===== config.mk =====
export PLATFORM = sky130hd
export DESIGN_NAME = intx_status_agg
export DESIGN_NICKNAME = d
export VERILOG_FILES = /design/src/rtl/intx_pkg.sv /design/src/rtl/intx_lane_mask.sv /design/src/rtl/intx_line_cell.sv /design/src/rtl/intx_field_store.sv /design/src/rtl/intx_status_agg.sv
export SDC_FILE = /design/constraint.sdc
export NUM_CORES = 1
export LEC_CHECK = 0
export ABC_AREA = 1
export BUFFER_PORTS_ARGS = -buffer_cell sky130_fd_sc_hd__buf_2
export CAP_MARGIN = 20
export CORE_MARGIN = 4
export CORE_UTILIZATION = 46
export DETAILED_ROUTE_END_ITERATION = 10
export PLACE_DENSITY = 0.87
export SLEW_MARGIN = 15
export SYNTH_ARGS = -nofsm -noshare
export SYNTH_HDL_FRONTEND = slang
export SYNTH_HIERARCHICAL = 1
export SYNTH_SLANG_ARGS = --single-unit
export TNS_END_PERCENT = 1

===== constraint.sdc =====
create_clock -name clk -period 1.04 [get_ports clk]
set_input_delay 0.104 -clock clk [delete_from_list [all_inputs] [get_ports clk]]
set_output_delay 0.104 -clock clk [all_outputs]
set_load 0.02 [all_outputs]

===== src/rtl/intx_pkg.sv =====
package intx_pkg;
    localparam int NUM_LINES_DEF = 4;
    localparam int REG_W_DEF     = 32;
    localparam int STS_LSB_DEF   = 28;
    localparam int EN_LSB_DEF    = 22;
    // storage bits: 27,26, 21..16, 14..8, 3..0
    localparam logic [31:0] KEEP_MASK_DEF = 32'h0C3F_7F0F;

    typedef struct packed {
        logic sts;
        logic en;
    } line_state_t;
endpackage


===== src/rtl/intx_lane_mask.sv =====
module intx_lane_mask #(
    parameter int REG_W  = 32,
    localparam int STRB_W = REG_W / 8
) (
    input  logic              wr_en,
    input  logic [STRB_W-1:0] wr_strb,
    output logic [REG_W-1:0]  bit_we
);
    for (genvar k = 0; k < STRB_W; k++) begin : g_lane
        assign bit_we[8*k +: 8] = {8{wr_en & wr_strb[k]}};
    end
endmodule


===== src/rtl/intx_line_cell.sv =====
module intx_line_cell
    import intx_pkg::*;
(
    input  logic clk,
    input  logic rst_n,
    input  logic line_in,
    input  logic sts_we,
    input  logic sts_wd,
    input  logic en_we,
    input  logic en_wd,
    output logic sts_q,
    output logic en_q
);
    line_state_t st_d, st_q;

    always_comb begin
        st_d = st_q;
        if (sts_we && sts_wd) begin
            st_d.sts = 1'b0;
        end
        // a live level re-pends on the same edge
        if (line_in) begin
            st_d.sts = 1'b1;
        end
        if (en_we) begin
            st_d.en = en_wd;
        end
    end

    always_ff @(posedge clk) begin
        if (!rst_n) begin
            st_q <= '0;
        end else begin
            st_q <= st_d;
        end
    end

    assign sts_q = st_q.sts;
    assign en_q  = st_q.en;
endmodule


===== src/rtl/intx_field_store.sv =====
module intx_field_store #(
    parameter int               REG_W     = 32,
    parameter logic [REG_W-1:0] KEEP_MASK = '0
) (
    input  logic             clk,
    input  logic             rst_n,
    input  logic [REG_W-1:0] bit_we,
    input  logic [REG_W-1:0] wr_data,
    output logic [REG_W-1:0] fields_q
);
    typedef struct packed {
        logic [REG_W-1:0] bits;
    } store_t;

    store_t fs_d, fs_q;
    logic [REG_W-1:0] upd_mask;

    always_comb begin
        upd_mask    = bit_we & KEEP_MASK;
        fs_d        = fs_q;
        fs_d.bits   = (fs_q.bits & ~upd_mask) | (wr_data & upd_mask);
    end

    always_ff @(posedge clk) begin
        if (!rst_n) begin
            fs_q <= '0;
        end else begin
            fs_q <= fs_d;
        end
    end

    assign fields_q = fs_q.bits;
endmodule


===== src/rtl/intx_status_agg.sv =====
module intx_status_agg
    import intx_pkg::*;
#(
    parameter int               NUM_LINES = NUM_LINES_DEF,
    parameter int               REG_W     = REG_W_DEF,
    parameter int               STS_LSB   = STS_LSB_DEF,
    parameter int               EN_LSB    = EN_LSB_DEF,
    parameter logic [REG_W-1:0] KEEP_MASK = KEEP_MASK_DEF,
    localparam int              STRB_W    = REG_W / 8
) (
    input  logic                 clk,
    input  logic                 rst_n,
    input  logic [NUM_LINES-1:0] line_in,
    input  logic                 wr_en,
    input  logic [STRB_W-1:0]    wr_strb,
    input  logic [REG_W-1:0]     wr_data,
    output logic [REG_W-1:0]     rd_data,
    output logic                 irq_out
);
    logic [REG_W-1:0]     bit_we;
    logic [REG_W-1:0]     fields_q;
    logic [NUM_LINES-1:0] sts_vec;
    logic [NUM_LINES-1:0] en_vec;

    intx_lane_mask #(.REG_W(REG_W)) u_lane (
        .wr_en  (wr_en),
        .wr_strb(wr_strb),
        .bit_we (bit_we)
    );

    for (genvar i = 0; i < NUM_LINES; i++) begin : g_line
        intx_line_cell u_cell (
            .clk    (clk),
            .rst_n  (rst_n),
            .line_in(line_in[i]),
            .sts_we (bit_we[STS_LSB+i]),
            .sts_wd (wr_data[STS_LSB+i]),
            .en_we  (bit_we[EN_LSB+i]),
            .en_wd  (wr_data[EN_LSB+i]),
            .sts_q  (sts_vec[i]),
            .en_q   (en_vec[i])
        );
    end

    intx_field_store #(.REG_W(REG_W), .KEEP_MASK(KEEP_MASK)) u_store (
        .clk     (clk),
        .rst_n   (rst_n),
        .bit_we  (bit_we),
        .wr_data (wr_data),
        .fields_q(fields_q)
    );

    always_comb begin
        rd_data = fields_q;
        rd_data[STS_LSB +: NUM_LINES] = sts_vec;
        rd_data[EN_LSB  +: NUM_LINES] = en_vec;
    end

    assign irq_out = |(sts_vec & en_vec);
endmodule


==> results of run 1 <==
-- power breakdown --
part	internal, mW	switching (mW)	total, mW
registers	1.11	0.0352	1.14
clock network	0.144	0.291	0.435
logic	0.211	0.286	0.497
-- placed cells by master, fill, tap and decap left out, drive strengths merged --
cell type / instances
a21oi: 4
buf: 70
clkbuf: 3
clkinv: 1
conb: 5
dfxtp: 27
dlygate4sd3: 2
inv: 37
nand2: 57
nor2: 46
o21ai: 4
-- path summary, 6_finish.rpt --
kind                          start               endpoint  depth (start not counted)
max          g_line[1].u_cell/sts_q                irq_out                          5
min                     wr_data[22]  g_line[0].u_cell/en_q                          3
max reg2reg   g_line[1].u_cell/en_q  g_line[1].u_cell/en_q                          3
min reg2reg                    flop                   flop                          2
-- critical path: stages, from the launching register on --
cell and delay (ns):
dfxtp_2 0.35, nand2_1 0.06, nand2_1 0.05, inv_1 0.05
nand2_1 0.06, buf_6 0.13
-- per-stage QoR --
stage	setup WS (ns)	cells
final	-0.0696	287
after detailed placement	0.147	277
after global routing	-0.155	287
after global placement	0.164	277
after CTS	-0.0755	287
after floorplan	0.179	210
-- metal layers --
layer | global-route usage | vias to the layer above
li1 | - | 652
met1 | 0.151 | 508
met5 | 0 | -
met3 | 0.0450 | 2
met4 | 0.0413 | 0
met2 | 0.222 | 42
-- area by class of cell --
cell class	count	area [um2]
Multi-Input combinational cell	116	468
Clock inverter	1	5.00
Timing Repair Buffer	72	430
Sequential cell	27	551
Clock buffer	3	22.5
Tap cell	31	38.8
Inverter	37	139
Fill cell	280	1150
-- timing repair --
item / CTS / global route
pin swaps: 2 / 0
gates resized for setup: 18 / 2
setup endpoints to repair: 1 / 5
hold endpoints to repair: 2 / 0
hold buffers: 2 / 0
setup buffers: 4 / 0
==> impl_metrics.env, run 1 <==
export IMPL_yosys_warnings=6
export IMPL_layout_drive_gt1_share=0.348
export IMPL_maxSlewViolCount=0
export IMPL_grt_antenna_before_repair=0
export IMPL_final_hold_worst_slack_ns=0.00388
export IMPL_vias_in_the_first_global_route=1083
export IMPL_gp_congestion=0.650
export IMPL_postSynthCellCount=206
export IMPL_n_antenna_cell=0
export IMPL_wl_met3_um=235
export IMPL_initial_core_util=0.489
export IMPL_top_layer_used="met4"
export IMPL_maximum_number_of_pins_on_one_net_before_global_route_repair=28
export IMPL_vdd_ir_drop_worst_v=0.000694
export IMPL_setup_ws_ns=-0.0696
export IMPL_numPortBuffers=65
export IMPL_max_freq_ghz=0.901
export IMPL_final_setup_viol_count=1
export IMPL_dieArea_mm2=0.00392
export IMPL_via_count=1204
export IMPL_finalCritPeriodShare=1.07
export IMPL_cts_root_buf="clkbuf_4"
export IMPL_rsz0062_at_grt="yes"
export IMPL_detail_route_wirelength_um=2540
export IMPL_drc=0
export IMPL_area_overhead_vs_synth_pct=20.6
export IMPL_dr_iter_0_viols=36
export IMPL_count_of_max_cap_constraint_violations=0
export IMPL_cts_num_sinks=27
export IMPL_route_antenna_remaining_nets=0
export IMPL_layout_min_cycle_time_ns=1.11
export IMPL_place_hpwl_um=1940
export IMPL_floorplan_io_pins=76
export IMPL_critical_path_endpoint_category="primary output"
export IMPL_cp_data_required_time_ns=0.94
export IMPL_finClkSkew_ns=0
export IMPL_wire_per_inst_um=8.84
export IMPL_netlist_area_mm2=0.00137
export IMPL_failing_checks="negative setup slack"
export IMPL_hold_class="in -> reg"
export IMPL_die_h_um=62.6
export IMPL_cellPowerDensity_mw_per_mm2=1250
export IMPL_placedInstanceArea_mm2=0.00153
export IMPL_total_power_mw=2.08
export IMPL_grt_overflow_total=0
export IMPL_setup_total_negative_slack_ns=-0.0696
export IMPL_syn_area_per_cell_um2=6.66
export IMPL_critPathKind="reg -> out"
export IMPL_placementRows=19
export IMPL_finish_utilization=0.590
export IMPL_longest_clk_path_bufs=2
export IMPL_grt_pass1_wl_um=4310
export IMPL_route_detailed_vias_per_inst=4.20
export IMPL_drt_pass1_iter_count=4
export IMPL_cts_max_level=1
export IMPL_cts_tree="yes"
export IMPL_leakagePower_nw=1.01
export IMPL_met2_length_um=1240
export IMPL_design_area_final_mm2=0.00165
export IMPL_timing_critical_path_arrival_ns=1.01
export IMPL_worst_r2r_setup_slack_ns=0.24
export IMPL_drt_met1_wl_um=1050
export IMPL_critPathLaunchType="flop"
export IMPL_globalRouteTotalUtil=0.130
export IMPL_worstSkewPairLatency_ns=0.32
export IMPL_clk_pin_slew_ns=0.15
export IMPL_die_width_um=62.6
export IMPL_total_cts_buffers=3
export IMPL_worstPathMaxFanout=2
export IMPL_core_area_mm2=0.00281
export IMPL_outcome="finished, violations left"
export IMPL_layout_nets=300
export IMPL_finalHoldViolations=0
Power figures use the tool's default switching activity.
==> inputs of run 2 (changes only) <==
--- a/config.mk
+++ b/config.mk
@@ -9,12 +9,12 @@
 export BUFFER_PORTS_ARGS = -buffer_cell sky130_fd_sc_hd__buf_2
 export CAP_MARGIN = 20
 export CORE_MARGIN = 4
-export CORE_UTILIZATION = 46
+export CORE_UTILIZATION = 43
+export CTS_BUF_LIST = sky130_fd_sc_hd__clkbuf_16
 export DETAILED_ROUTE_END_ITERATION = 10
-export PLACE_DENSITY = 0.87
+export PLACE_DENSITY = 0.89
 export SLEW_MARGIN = 15
 export SYNTH_ARGS = -nofsm -noshare
 export SYNTH_HDL_FRONTEND = slang
-export SYNTH_HIERARCHICAL = 1
 export SYNTH_SLANG_ARGS = --single-unit
 export TNS_END_PERCENT = 1
==> run 2 against run 1 <==
Compared with the run above:
- the run now ends clean
- core utilization is 1.5 points higher
- first-iteration DRC count is 17% higher
- synthesized area is 19% lower
- non-clock buffer count is 3 lower
- cell count is 18% lower
- largest cell class unchanged
==> impl_metrics.env, run 2 <==
export IMPL_critPathLaunchType="flop"
export IMPL_worst_r2r_setup_slack_ns=0.33
export IMPL_multiInputGateArea_um2=430
export IMPL_initial_core_util=0.451
export IMPL_cp_cell_sequence="nand2_1 -> nand4_1 -> buf_4"
export IMPL_timing_critical_path_arrival_ns=0.91
export IMPL_worst_setup_path_startpoint="g_line[2].u_cell.en_q"
export IMPL_outcome="completed"
export IMPL_hold_class="in -> reg"
export IMPL_layout_drive_gt1_share=0.436
export IMPL_critPathKind="reg -> out"
export IMPL_critical_path_top_delay_family="flip-flops"
export IMPL_cp_num_cells=3
export IMPL_synth_cell_type_count=16
export IMPL_critical_path_max_stage_delay_ns=0.33
export IMPL_longest_clk_path_bufs=2
export IMPL_design_area_final_mm2=0.00150
export IMPL_cpMaxStageDelayCell="dfxtp_2"
export IMPL_gp_congestion=0.685
export IMPL_rr_endpoint="g_line[3].u_cell.en_q"
export IMPL_drc=0
export IMPL_dieArea_mm2=0.00347
export IMPL_leakagePower_nw=0.799
export IMPL_fin_cells=234
export IMPL_finalHoldViolations=0
export IMPL_worstPathMaxFanout=3
export IMPL_ys_top_cells_by_area="dfxtp_1, nor2_1, o21ai_0"
export IMPL_synth_yosys_seq_area_share=0.484
export IMPL_cp_data_required_time_ns=0.94
export IMPL_finalCritPeriodShare=0.972
export IMPL_dr_iter_0_viols=42
export IMPL_netlist_area_mm2=0.00112
export IMPL_globalRouteTotalUtil=0.151
export IMPL_postSynthCellCount=143
export IMPL_maxSlewViolCount=0
export IMPL_route_detailed_vias_per_inst=4.47
export IMPL_async_flop_share=0
export IMPL_route_antenna_remaining_nets=0
export IMPL_clk_pin_slew_ns=0.07
export IMPL_detail_route_wirelength_um=2500
export IMPL_number_of_fillers_in_the_final_layout=249
export IMPL_yosys_cell_count_top_type="nor2_1"
export IMPL_synth_top_flop_cell="dfxtp_1"
export IMPL_register_area_um2=549
export IMPL_critPathBufInv=1
export IMPL_drt_pass1_iter_count=4
export IMPL_placedInstanceArea_mm2=0.00138
export IMPL_cts_root_buf="clkbuf_16"
export IMPL_vdd_ir_drop_worst_v=0.00109
export IMPL_critical_path_endpoint_category="primary output"
export IMPL_postCtsHoldBufs=0
export IMPL_mostFrequentLayoutCell="buf_2"
export IMPL_syn_area_per_cell_um2=7.80
export IMPL_place_hpwl_um=1980
export IMPL_maximum_number_of_pins_on_one_net_before_global_route_repair=25
export IMPL_cellPowerDensity_mw_per_mm2=1620
export IMPL_vias_in_the_first_global_route=959
export IMPL_die_h_um=58.9
export IMPL_cts_tree="yes"
export IMPL_capturing_instance_or_port_of_the_critical_path="irq_out"
export IMPL_n_antenna_cell=0
export IMPL_synth_seq_cells=27
export IMPL_rsz0062_at_grt="yes"
export IMPL_area_overhead_vs_synth_pct=34.3
export IMPL_die_width_um=58.9
export IMPL_place_inst=226
export IMPL_setup_total_negative_slack_ns=0
export IMPL_cts_max_level=1
export IMPL_layout_nets=248
export IMPL_floorplan_io_pins=76
export IMPL_synthDominantCellAreaShare=0.484
export IMPL_finClkSkew_ns=0
export IMPL_via_count=1047
export IMPL_grt_antenna_before_repair=0
export IMPL_worstReg2RegStart="g_line[3].u_cell.en_q"
export IMPL_synth_edff_count=0
export IMPL_yosys_warnings=0
export IMPL_final_setup_viol_count=0
export IMPL_most_common_layout_cells="buf_2, nor2_1, o21ai_0, dfxtp_1"
export IMPL_leading_cell_types_by_count_after_synthesis="nor2_1, dfxtp_1, o21ai_0"
export IMPL_cts_num_sinks=27
export IMPL_count_of_max_cap_constraint_violations=0
export IMPL_worstSkewPairLatency_ns=0.25
export IMPL_layout_min_cycle_time_ns=1.01
export IMPL_numPortBuffers=65
export IMPL_timing_reg2reg_worst_path_depth=3
export IMPL_max_freq_ghz=0.989
export IMPL_grt_overflow_total=0
export IMPL_grt_pass1_wl_um=4150
export IMPL_wire_per_inst_um=10.7
export IMPL_total_cts_buffers=3
export IMPL_synthDominantAreaCellType="dfxtp_1"
export IMPL_final_hold_worst_slack_ns=0.0754
export IMPL_core_area_mm2=0.00248
export IMPL_placementRows=18
run 2: cell count changes in the layout (fill, tap and decap cells not counted), sizes merged, moves of 2 or more:
cell	before	now
clkinv	1	3
dlygate4sd3	2	0
inv	37	7
nand2	57	12
nand3	0	4
o21ai	4	23
run 2: cell families (layout without fill, tap and decap cells):
family	Yosys count	in the layout	synth area share
compound gates	27	27	0.121
flops	27	27	0.484
buf+inv	25	82	0.146
simple gates	63	63	0.246
other cells	1	5	0.00336
run 2: what timing repair did:
item / 4_1_cts / 5_1_grt
setup buffers: 0 / 4
gates resized for setup: 2 / 7
pin swaps: 0 / 2
endpoints found under the setup margin: 1 / 1
run 2: worst register-to-register path, cell delays in order, from the launching register on:
cell     delay, ns
dfxtp_2       0.34
buf_4         0.13
nor2_1        0.09
nor2_1        0.05
run 2: final cells by class:
type,instances,share of cell area
clock buffer,3,0.0501
clock inverter,1,0.00334
tap,30,0.0250
timing repair buffer,69,0.239
inverter,9,0.0292
sequential,27,0.366
multi-input combinational,95,0.287
run 2: routing by layer:
layer	wire, um	share of wire	global-route usage	vias up
met2	1190	0.47	0.257	38
met5	0	0	0	-
met3	226	0.090	0.0329	2
met1	1080	0.43	0.193	447
li1	-	-	-	560
met4	7	0.0028	0.0388	0
run 2: worst min-delay path by stage:
stage               start                      to  cells past startpoint
2_1_floorplan  line_in[0]  g_line[0].u_cell.sts_q                      2
3_3_place_gp   wr_data[3]                    flop                      3
3_5_place_dp   wr_data[3]                    flop                      3
4_1_cts        wr_data[3]                    flop                      3
5_1_grt        line_in[3]  g_line[3].u_cell.sts_q                      3
6_report       line_in[1]  g_line[1].u_cell.sts_q                      3
run 2: power breakdown:
group          internal, mW  switching [mW]
Sequential             1.11          0.0382
Combinational         0.172           0.263
Clock                 0.517           0.329
Total                  1.80           0.630
run 2: per-stage QoR:
step                      total power, mW  utilization  worst slack, ns
final                                2.43        0.605           0.0286
after global routing                 2.56        0.605          -0.0362
after CTS                            2.44        0.589          0.00708
after detailed placement             1.59        0.555            0.162
after global placement               1.58        0.555            0.194
after floorplan                      1.46            -            0.352
